**src/rtl/i2cm_pkg.sv**
```systemverilog
package i2cm_pkg;
  typedef enum logic [2:0] {ST_IDLE, ST_START, ST_BIT, ST_HOLD, ST_STOP} eng_st_t;
  typedef enum logic [1:0] {CMD_NONE, CMD_STOP, CMD_RESTART} cmd_t;

  localparam logic [1:0] A_CTRL = 2'd0;
  localparam logic [1:0] A_MODE = 2'd1;
  localparam logic [1:0] A_DATA = 2'd2;

  localparam int DIV_W   = 4;
  localparam int C_ACK   = 7;
  localparam int C_PRE   = 6;
  localparam int C_IEN   = 5;
  localparam int C_PEND  = 4;
  localparam int M_STST  = 5;
  localparam int M_TRX   = 4;
endpackage

```
**src/rtl/i2cm_clkdiv.sv**
```systemverilog
module i2cm_clkdiv #(
  parameter int PRE_LO = 16,
  parameter int PRE_HI = 512,
  parameter int DIV_W  = 4
) (
  input  logic             clk,
  input  logic             rst,
  input  logic             run,
  input  logic             pre_hi,
  input  logic [DIV_W-1:0] div,
  output logic             tick
);
  localparam int Q_LO = PRE_LO / 4;
  localparam int Q_HI = PRE_HI / 4;
  localparam int PW   = $clog2(Q_HI);

  logic [PW-1:0]    pcnt;
  logic [DIV_W-1:0] dcnt;
  logic [PW-1:0]    plim;

  assign plim = pre_hi ? PW'(Q_HI - 1) : PW'(Q_LO - 1);

  always_ff @(posedge clk) begin
    if (rst || !run) begin
      pcnt <= '0;
      dcnt <= '0;
      tick <= 1'b0;
    end else begin
      tick <= 1'b0;
      if (pcnt == plim) begin
        pcnt <= '0;
        if (dcnt == div) begin
          dcnt <= '0;
          tick <= 1'b1;
        end else begin
          dcnt <= dcnt + 1'b1;
        end
      end else begin
        pcnt <= pcnt + 1'b1;
      end
    end
  end

  // quarter-phase ticks are never back to back
  assert_tick_spacing_R2: assert property (@(posedge clk) disable iff (rst)
    (run && tick) |=> !tick);
endmodule

```
**src/rtl/i2cm_regs.sv**
```systemverilog
module i2cm_regs
  import i2cm_pkg::*;
#(
  parameter int DW = 8
) (
  input  logic             clk,
  input  logic             rst,
  input  logic             wr_en,
  input  logic [1:0]       addr,
  input  logic [DW-1:0]    wdata,
  input  logic             byte_done,
  input  logic [DW-1:0]    dreg,
  input  logic             busy,
  input  logic             last_ack,
  output logic [DW-1:0]    rdata,
  output logic             ack_en,
  output logic             pre_hi,
  output logic [DIV_W-1:0] div,
  output logic             pend,
  output logic             irq,
  output logic             mode_rx,
  output logic             start_req,
  output logic             stop_req,
  output logic             resume,
  output logic             data_we
);
  logic       ien_q;
  logic [1:0] mode_q;
  logic       trx_q;
  logic       ctrl_wr, mode_wr;

  assign ctrl_wr   = wr_en && (addr == A_CTRL);
  assign mode_wr   = wr_en && (addr == A_MODE);
  assign data_we   = wr_en && (addr == A_DATA);
  assign start_req = mode_wr && wdata[M_TRX] && wdata[M_STST];
  assign stop_req  = mode_wr && wdata[M_TRX] && !wdata[M_STST];
  assign resume    = ctrl_wr && !wdata[C_PEND] && pend;
  assign mode_rx   = (mode_q == 2'b10);
  assign irq       = pend && ien_q;

  always_ff @(posedge clk) begin
    if (rst) begin
      ack_en <= 1'b0;
      pre_hi <= 1'b0;
      ien_q  <= 1'b0;
      pend   <= 1'b0;
      div    <= '0;
      mode_q <= 2'b00;
      trx_q  <= 1'b0;
      rdata  <= '0;
    end else begin
      if (ctrl_wr) begin
        ack_en <= wdata[C_ACK];
        pre_hi <= wdata[C_PRE];
        ien_q  <= wdata[C_IEN];
        div    <= wdata[DIV_W-1:0];
        if (!wdata[C_PEND]) pend <= 1'b0;
      end
      if (byte_done) pend <= 1'b1;
      if (mode_wr) begin
        mode_q <= wdata[7:6];
        trx_q  <= wdata[M_TRX];
      end
      case (addr)
        A_CTRL:  rdata <= {ack_en, pre_hi, ien_q, pend, div};
        A_MODE:  rdata <= {mode_q, busy, trx_q, 3'b000, last_ack};
        A_DATA:  rdata <= dreg;
        default: rdata <= '0;
      endcase
    end
  end

  // only a zero written to the pending bit can clear it
  assert_pend_sticky_R5: assert property (@(posedge clk) disable iff (rst)
    (pend && !(ctrl_wr && !wdata[C_PEND])) |=> pend);
  // a completed byte always leaves the flag set
  assert_pend_set_R4: assert property (@(posedge clk) disable iff (rst)
    byte_done |=> pend);
endmodule

```
**src/rtl/i2cm_engine.sv**
```systemverilog
module i2cm_engine
  import i2cm_pkg::*;
#(
  parameter int DW = 8
) (
  input  logic          clk,
  input  logic          rst,
  input  logic          tick,
  input  logic          start_req,
  input  logic          stop_req,
  input  logic          resume,
  input  logic          mode_rx,
  input  logic          ack_en,
  input  logic          data_we,
  input  logic [DW-1:0] data_in,
  input  logic          sda_in,
  output logic          run,
  output logic          scl_low,
  output logic          sda_low,
  output logic [DW-1:0] dreg,
  output logic          busy,
  output logic          last_ack,
  output logic          byte_done
);
  localparam int BW = $clog2(DW + 2);
  localparam logic [BW-1:0] ACK_SLOT = BW'(DW);
  localparam logic [BW-1:0] END_SLOT = BW'(DW + 1);

  eng_st_t       st;
  cmd_t          cmd;
  logic [1:0]    q;
  logic [BW-1:0] bitn;
  logic          rx_byte;
  logic          scl_q, sda_q;

  assign run     = (st == ST_START) || (st == ST_BIT) || (st == ST_STOP);
  assign scl_low = !scl_q;
  assign sda_low = !sda_q;

  always_ff @(posedge clk) begin
    if (rst) begin
      st        <= ST_IDLE;
      cmd       <= CMD_NONE;
      q         <= '0;
      bitn      <= '0;
      rx_byte   <= 1'b0;
      scl_q     <= 1'b1;
      sda_q     <= 1'b1;
      dreg      <= '0;
      busy      <= 1'b0;
      last_ack  <= 1'b0;
      byte_done <= 1'b0;
    end else begin
      byte_done <= 1'b0;
      case (st)
        ST_IDLE: begin
          if (data_we) dreg <= data_in;
          if (start_req) begin
            st   <= ST_START;
            q    <= '0;
            busy <= 1'b1;
          end
        end
        ST_HOLD: begin
          if (data_we) dreg <= data_in;
          if (start_req)     cmd <= CMD_RESTART;
          else if (stop_req) cmd <= CMD_STOP;
          if (resume) begin
            cmd <= CMD_NONE;
            q   <= '0;
            case (cmd)
              CMD_STOP:    st <= ST_STOP;
              CMD_RESTART: st <= ST_START;
              default: begin
                st      <= ST_BIT;
                bitn    <= '0;
                rx_byte <= mode_rx;
              end
            endcase
          end
        end
        ST_START: if (tick) begin
          q <= q + 1'b1;
          case (q)
            2'd0: sda_q <= 1'b1;
            2'd1: scl_q <= 1'b1;
            2'd2: sda_q <= 1'b0;
            default: begin
              st      <= ST_BIT;
              bitn    <= '0;
              rx_byte <= 1'b0;
            end
          endcase
        end
        ST_BIT: if (tick) begin
          q <= q + 1'b1;
          case (q)
            2'd0: begin
              scl_q <= 1'b0;
              if (bitn == END_SLOT) begin
                st        <= ST_HOLD;
                byte_done <= 1'b1;
              end
            end
            2'd1: begin
              if (bitn == ACK_SLOT) sda_q <= rx_byte ? !ack_en : 1'b1;
              else                  sda_q <= rx_byte ? 1'b1 : dreg[DW-1];
            end
            2'd2: scl_q <= 1'b1;
            default: begin
              if (bitn == ACK_SLOT) last_ack <= sda_in;
              else                  dreg <= {dreg[DW-2:0], sda_in};
              bitn <= bitn + 1'b1;
            end
          endcase
        end
        ST_STOP: if (tick) begin
          q <= q + 1'b1;
          case (q)
            2'd0: sda_q <= 1'b0;
            2'd1: scl_q <= 1'b1;
            2'd2: sda_q <= 1'b1;
            default: begin
              st   <= ST_IDLE;
              busy <= 1'b0;
            end
          endcase
        end
        default: st <= ST_IDLE;
      endcase
    end
  end

  // SDA moves under a high SCL only to form START or STOP
  assert_sda_quiet_R3: assert property (@(posedge clk) disable iff (rst)
    (scl_q && $past(scl_q) && !$stable(sda_q)) |->
      ($past(st) == ST_START || $past(st) == ST_STOP));
  // a byte can complete only inside a transfer
  assert_done_in_transfer_R4: assert property (@(posedge clk) disable iff (rst)
    byte_done |-> busy);
endmodule

```
**src/rtl/i2c_byte_master.sv**
```systemverilog
module i2c_byte_master
  import i2cm_pkg::*;
#(
  parameter int PRE_LO      = 16,
  parameter int PRE_HI      = 512,
  parameter int SYNC_STAGES = 2
) (
  input  logic       clk,
  input  logic       rst,
  input  logic       reg_wr,
  input  logic [1:0] reg_addr,
  input  logic [7:0] reg_wdata,
  output logic [7:0] reg_rdata,
  output logic       irq,
  input  logic       sda_in,
  output logic       scl_drive_low,
  output logic       sda_drive_low
);
  localparam int DW = 8;

  logic [SYNC_STAGES-1:0] sda_sync;
  logic             sda_s;
  logic             tick, run;
  logic             ack_en, pre_hi, pend, mode_rx;
  logic [DIV_W-1:0] div;
  logic             start_req, stop_req, resume, data_we;
  logic [DW-1:0]    dreg;
  logic             busy, last_ack, byte_done;

  generate
    if (SYNC_STAGES > 1) begin : g_sync
      always_ff @(posedge clk) begin
        if (rst) sda_sync <= '1;
        else     sda_sync <= {sda_sync[SYNC_STAGES-2:0], sda_in};
      end
    end else begin : g_nosync
      always_ff @(posedge clk) begin
        if (rst) sda_sync <= '1;
        else     sda_sync <= sda_in;
      end
    end
  endgenerate
  assign sda_s = sda_sync[SYNC_STAGES-1];

  i2cm_clkdiv #(.PRE_LO(PRE_LO), .PRE_HI(PRE_HI), .DIV_W(DIV_W)) u_clk (
    .clk(clk), .rst(rst), .run(run), .pre_hi(pre_hi), .div(div), .tick(tick)
  );

  i2cm_regs #(.DW(DW)) u_regs (
    .clk(clk), .rst(rst), .wr_en(reg_wr), .addr(reg_addr), .wdata(reg_wdata),
    .byte_done(byte_done), .dreg(dreg), .busy(busy), .last_ack(last_ack),
    .rdata(reg_rdata), .ack_en(ack_en), .pre_hi(pre_hi), .div(div),
    .pend(pend), .irq(irq), .mode_rx(mode_rx), .start_req(start_req),
    .stop_req(stop_req), .resume(resume), .data_we(data_we)
  );

  i2cm_engine #(.DW(DW)) u_eng (
    .clk(clk), .rst(rst), .tick(tick), .start_req(start_req),
    .stop_req(stop_req), .resume(resume), .mode_rx(mode_rx), .ack_en(ack_en),
    .data_we(data_we), .data_in(reg_wdata), .sda_in(sda_s), .run(run),
    .scl_low(scl_drive_low), .sda_low(sda_drive_low), .dreg(dreg),
    .busy(busy), .last_ack(last_ack), .byte_done(byte_done)
  );

  // the clock line stays low for the whole time the flag is pending
  assert_scl_held_R4: assert property (@(posedge clk) disable iff (rst)
    pend |-> scl_drive_low);
  // when no transfer is open both lines are free
  assert_idle_released_R8: assert property (@(posedge clk) disable iff (rst)
    !busy |-> (!scl_drive_low && !sda_drive_low));
endmodule

```
**config.mk**
```make
export PLATFORM = sky130hd
export DESIGN_NAME = i2c_byte_master
export DESIGN_NICKNAME = d
export VERILOG_FILES = /design/src/rtl/i2cm_pkg.sv /design/src/rtl/i2cm_clkdiv.sv /design/src/rtl/i2cm_regs.sv /design/src/rtl/i2cm_engine.sv /design/src/rtl/i2c_byte_master.sv
export SDC_FILE = /design/constraint.sdc
export NUM_CORES = 1
export LEC_CHECK = 0
export ABC_AREA = 1
export CAP_MARGIN = 20
export CORE_ASPECT_RATIO = 0.75
export CORE_UTILIZATION = 53
export DETAILED_ROUTE_END_ITERATION = 6
export PLACE_DENSITY = 0.88
export SLEW_MARGIN = 20
export SYNTH_ARGS = -nofsm -noshare
export SYNTH_HDL_FRONTEND = slang
export SYNTH_HIERARCHICAL = 1
export SYNTH_SLANG_ARGS = --single-unit
```
**constraint.sdc**
```tcl
create_clock -name clk -period 1.7 [get_ports clk]
set_clock_uncertainty 0.2 [all_clocks]
set_input_delay 0.255 -clock clk [delete_from_list [all_inputs] [get_ports clk]]
set_output_delay 0.255 -clock clk [all_outputs]
set_load 0.02 [all_outputs]
```
==> flow_metrics.tcl, run 1 <==
set metrics [dict create \
    status "complete, but fails checks" \
    violations "negative setup slack" \
    cpMostUsedCell "nand2_1" \
    cp_top_family "simple AND/OR/NAND/NOR gates" \
    period_needed_ns 1.726 \
    area_growth_syn_to_layout_pct 30.75 \
    wl_met3_um 637 \
    start_kind "flip-flop" \
    drt_wl_total_um 8898 \
    clk_latency_ns 0.34 \
    antenna_cells 0 \
    synth_area_leaders "dfxtp_1 (36%), nand2_1 (17%), nor2_1 (8.1%)" \
    synth_edf_count 0 \
    rsz0062_at_grt "yes" \
    p_leak_nw 2.034 \
    first_global_vias 2972 \
    worst_slack_ns -0.02583 \
    cp.arrival_ns 1.80 \
    htree_num_levels 3 \
    vias_per_cell 5.293 \
    cts_tree "yes" \
    grt_use_total_pct 27.19 \
    worst_hold_slack_ns 0.1769 \
    finalCritPeriodShare_pct 101.5 \
    setup_viol 1 \
    synthCells 496 \
    worst_pin_slew_ns 0.3639 \
    fp.dieH_um 69.71 \
    grt_max_degree 17 \
    design_area_mm2 0.004235 \
    r2r_slack_ns -0.03 \
    gp_congestion 0.9855 \
    row_count 24 \
    max-slew-margin-rel_pct 75.71 \
    critical_path_cell_count 9 \
    synth.net_count 521 \
    wl_met1_um 3653 \
    vias 3409 \
    yosysWarningCount 6 \
    path_buf_inv 1 \
    yosys.area.top_type_share_pct 35.84 \
    io_buffers 24 \
    fmax_mhz 579.4 \
    core_area_mm2 0.005856 \
    drive_gt1_share_pct 22.26 \
    gr-total-overflow 0 \
    path_max_fanout 4 \
    synth-async-reset-ratio_pct 0 \
    synth_area_mm2 0.003239 \
    slowest_stage "dfxtp_2" \
    required_ns 1.77 \
    critPathCaptureType "flip-flop" \
    numCtsBuffers 9 \
    start_util_pct 55.32 \
    met2WireLength_um 4446 \
    synth_top_area_cell "dfxtp_1" \
    synth_common_cells "nand2_1 (144), nor2_1 (70), inv_1 (67)" \
    routed.top_layer "met4" \
    placed_cell_area_mm2 0.003822 \
    synthDistinctLibCells 30 \
    drt-initial-drc-count 219 \
    syn_avg_cell_area_um2 6.531 \
    finalPower_mw 5.086 \
    vdd_drop_max_mv 0.8846 \
    grt_pass1_wl_um 13480 \
    die_area_mm2 0.006432 \
    drt_drc_violations_left 0 \
    clock_sinks 58 \
    maxCapViolations 0 \
    ys_ff_latch 58 \
    antenna_found_initial 0 \
    dp_hpwl_um 6154 \
    r2r_cells 9 \
    drtAntennaViolNets 0 \
    cts_root_buffer "clkbuf_8" \
    die_w_um 92.28 \
    critPathMaxStageDelay_ns 0.35 \
    cts_buffer_depth 2 \
    crit_chain "inv_2 -> ha_4 -> nand3b_1 -> nand3_4 -> nor2_4 -> nand2_2 -> nand2_1 -> nand2_1 -> nor2_1" \
    synthFlopType "dfxtp_1" \
    synth-seq-area-share_pct 35.84 \
    path_clk_slew_ns 0.06 \
    hp-class "input pin to flip-flop" \
    yosysMostFrequentCell "nand2_1" \
    maxSlewViolCount 0 \
    finalHoldViolCount 0 \
    power_density_mw_per_mm2 1201 \
    wl_per_cell_um 13.82 \
    ios 25 \
    preCtsSetupSlack_ns -0.4986 \
    dr.pass1.iters 6 \
    whs_path_depth 4 \
    nets 587 \
    crit_type "flip-flop to flip-flop" \
]
-- cell type report --
| type | instances | area (um^2) |
|---|---|---|
| multi-input cells | 354 | 1882 |
| fillers | 416 | 1620 |
| flip-flops and latches | 58 | 1170 |
| repair buffers | 63 | 586.8 |
| inverters | 76 | 292.8 |
| clock buffers | 9 | 123.9 |
| well taps | 78 | 97.59 |
| clock inverters | 6 | 82.58 |
-- what timing repair did --
item                       in CTS  in global routing
gates resized for setup        15                 53
pin swaps                       0                  8
gates cloned                    0                  1
hold buffers                    0                  0
setup buffers                   0                  3
setup endpoints to repair      28                 28
-- routing by layer --
| layer | track usage (%) | vias up |
|---|---|---|
| li1 | - | 1666 |
| met1 | 34.27 | 1576 |
| met2 | 44.86 | 150 |
| met3 | 7.675 | 17 |
| met4 | 8.854 | 0 |
| met5 | 0 | - |
-- worst register-to-register path, cell delays in order (launching register included) --
cell and delay, ns:
dfxtp_2 0.35, inv_2 0.05, ha_4 0.25, nand3b_1 0.19, nand3_4 0.14, nor2_4 0.14, nand2_2 0.11, nand2_1 0.08
nand2_1 0.05, nor2_1 0.09
-- report_power, final --
group          internal (mW)  switching, mW  total [mW]
Sequential              1.51          0.116        1.63
Combinational          0.875           1.22        2.10
Clock                  0.808          0.552        1.36
-- sequential cells by signal (all words and copies together) (netlist names), 2 cells and up --
| register | flops |
|---|---|
| u_clk/pcnt | 7 |
| u_eng/dreg | 8 |
| u_regs/div | 4 |
| u_eng/cmd | 2 |
| u_regs/rdata | 8 |
| u_eng/bitn | 4 |
| u_regs/mode_q | 2 |
| u_eng/st | 3 |
| u_eng/q | 2 |
| u_clk/dcnt | 4 |
| sda_sync | 2 |
-- worst paths after layout --
check,from,to
min,reg_wr,u_regs/pend$_SDFFE_PP0P_
min reg2reg,sda_sync[0]$_SDFF_PP1_,sda_sync[1]$_SDFF_PP1_
max reg2reg,u_eng/cmd[0]$_SDFFE_PP0P_,u_eng/bitn[1]$_SDFFE_PP0P_
max,u_eng/cmd[0]$_SDFFE_PP0P_,u_eng/bitn[1]$_SDFFE_PP0P_
-- through the flow --
stage | TNS [ns] | std cells | util [%]
6_report | -0.02583 | 644 | 72.33
5_1_grt | -0.3484 | 644 | 72.33
4_1_cts | 0 | 640 | 68.65
3_5_place_dp | -10.75 | 625 | 65.28
3_3_place_gp | -9.160 | 625 | 65.28
2_1_floorplan | 0 | 496 | -
-- layout by cell type (no fill, tap or decap), types with 3 or more instances in the layout --
| cell type | instances |
|---|---|
| a21oi_1 | 22 |
| nor2_4 | 10 |
| o21ai_1 | 12 |
| buf_4 | 33 |
| nand4_1 | 7 |
| nand2_2 | 13 |
| clkdlybuf4s50_1 | 9 |
| o21ai_0 | 8 |
| a21oi_2 | 4 |
| clkbuf_8 | 9 |
| nor2_2 | 9 |
| dlygate4sd2_1 | 11 |
| nand3_1 | 36 |
| nand3_4 | 3 |
| inv_1 | 65 |
| inv_2 | 7 |
| dfxtp_2 | 7 |
| nand2_1 | 136 |
| nor2_1 | 62 |
| inv_4 | 3 |
| nand2_4 | 4 |
| nand3_2 | 4 |
| clkinv_2 | 3 |
| buf_12 | 3 |
| dfxtp_1 | 51 |
| ha_1 | 8 |
-- kinds of logic after synthesis --
logic type,Yosys count,share of synthesized area (%)
and+or+nand+nor,291,40.44
buffers and inverters,84,10.66
DFF,58,35.84
AOI/OAI and AO/OA,49,7.995
adders and majority gates,11,4.249
xor gates and xnor gates,3,0.8113
Note: power is estimated with default switching activity, not from simulation.
==> run 2: changes to the inputs <==
CAP_MARGIN = not set   (was 20)
==> results of run 2 <==
No change in the layout: final DEF, timing and power equal those of run 1.
==> run 3: changes to the inputs <==
RECOVER_POWER = 25   (was not set)
==> flow_metrics.tcl, run 3 (synthesized netlist as in run 1, its figures left out) <==
set metrics [dict create \
    hp-class "input pin to flip-flop" \
    drt_drc_violations_left 0 \
    grt_max_degree 17 \
    finalCritPeriodShare_pct 101.5 \
    vias_per_cell 5.289 \
    clk_latency_ns 0.34 \
    antenna_cells 0 \
    htree_num_levels 3 \
    status "complete, but fails checks" \
    antenna_found_initial 0 \
    dp_hpwl_um 6154 \
    worst_slack_ns -0.02564 \
    most-common-layout-cells "nand2_1 (136), inv_1 (65), nor2_1 (62)" \
    final_common_cell "nand2_1" \
    gp_congestion 0.9855 \
    clock_sinks 58 \
    worst_hold_slack_ns 0.1767 \
    design_area_mm2 0.004235 \
    critPathCaptureType "flip-flop" \
    nets 587 \
    drt_wl_total_um 8911 \
    r2r_cells 9 \
    finalNonFillerCells 644 \
    cpMostUsedCell "nand2_1" \
    grt_use_total_pct 27.19 \
    placed_cell_area_mm2 0.003822 \
    grt_pass1_wl_um 13480 \
    rsz0062_at_grt "yes" \
    drtAntennaViolNets 0 \
    first_global_vias 2972 \
    path_max_fanout 4 \
    cp-startpoint "u_eng/cmd[0]$_SDFFE_PP0P_" \
    drt-initial-drc-count 219 \
    crit_chain "inv_2 -> ha_4 -> nand3b_1 -> nand3_4 -> nor2_4 -> nand2_2 -> nand2_1 -> nand2_1 -> nor2_1" \
    wl_per_cell_um 13.84 \
    core_area_mm2 0.005856 \
    dr.pass1.iters 6 \
    maxSlewViolCount 0 \
    cp.arrival_ns 1.80 \
    vias 3406 \
    critPathMaxStageDelay_ns 0.35 \
    area_growth_syn_to_layout_pct 30.75 \
    die_w_um 92.28 \
    path_clk_slew_ns 0.06 \
    path_buf_inv 1 \
    power_density_mw_per_mm2 1201 \
    worst_pin_slew_ns 0.3635 \
    period_needed_ns 1.726 \
    cts_buffer_depth 2 \
    start_util_pct 55.32 \
    violations "negative setup slack" \
    placedCellCount 625 \
    critical_path_cell_count 9 \
    fp.dieH_um 69.71 \
    row_count 24 \
    cp_top_family "simple AND/OR/NAND/NOR gates" \
    gr-total-overflow 0 \
    finalHoldViolCount 0 \
    largestRegisters "u_eng/dreg (8), u_regs/rdata (8), u_clk/pcnt (7)" \
    slowest_stage "dfxtp_2" \
    ios 25 \
    numCtsBuffers 9 \
    preCtsSetupSlack_ns -0.4986 \
    hold_buffers 0 \
    crit_type "flip-flop to flip-flop" \
    vdd_drop_max_mv 0.8847 \
    max-slew-margin-rel_pct 75.74 \
    io_buffers 24 \
    die_area_mm2 0.006432 \
    rr_startpoint "u_eng/cmd[0]$_SDFFE_PP0P_" \
    drive_gt1_share_pct 22.26 \
    cts_root_buffer "clkbuf_8" \
    start_kind "flip-flop" \
    p_leak_nw 2.034 \
    r2r_slack_ns -0.03 \
    setup_viol 1 \
    fmax_mhz 579.5 \
    maxCapViolations 0 \
    hold_start "reg_wr" \
    whs_path_depth 4 \
    cts_tree "yes" \
    required_ns 1.77 \
]
-- run 3: stage by stage --
| stage | power [mW] | setup TNS (ns) | util, % |
|---|---|---|---|
| final | 5.088 | -0.02564 | 72.33 |
| after global routing | 5.371 | -0.3484 | 72.33 |
| after CTS | 4.718 | 0 | 68.65 |
| after detailed placement | 3.349 | -10.75 | 65.28 |
| after global placement | 3.284 | -9.160 | 65.28 |
| after floorplan | 2.759 | 0 | - |
-- run 3: path summary, 6_finish.rpt --
| check | endpoint |
|---|---|
| min reg2reg | sda_sync[1]$_SDFF_PP1_ |
| max reg2reg | u_eng/bitn[1]$_SDFFE_PP0P_ |
| max | u_eng/bitn[1]$_SDFFE_PP0P_ |
| min | u_regs/pend$_SDFFE_PP0P_ |
-- run 3: tightest hold or removal path, delay by kind of cell --
kind	cells	cell delay, ns
and+or+nand+nor	2	0.21
AOI/OAI and AO/OA	1	0.05
buffers and inverters	1	0.16
-- run 3: repair_timing --
item,CTS,global route
gates cloned,0,1
endpoints found under the hold margin,0,0
gates resized for setup,15,53
endpoints found under the setup margin,28,28
buffers inserted,0,3
pin swaps,0,8
-- run 3: layout make-up --
type                            count  area (um^2)
Timing Repair Buffer               63        586.8
Tap cell                           78        97.59
Clock inverter                      6        82.58
Multi-Input combinational cell    354         1882
Inverter                           76        292.8
Sequential cell                    58         1170
Clock buffer                        9        123.9
Fill cell                         416         1620
-- run 3: metal layers --
layer | part of all wire (%) | wire (um) | vias to the layer above | track usage (%)
met5 | 0 | 0 | - | 0
met4 | 1.8 | 161 | 0 | 8.854
met3 | 6.7 | 601 | 17 | 7.675
met2 | 50 | 4432 | 147 | 44.86
met1 | 42 | 3715 | 1575 | 34.27
li1 | - | - | 1667 | -
-- run 3: report_power, final --
part | switching (mW) | internal (mW)
registers | 0.116 | 1.51
logic | 1.22 | 0.874
clock network | 0.553 | 0.808
total | 1.89 | 3.19
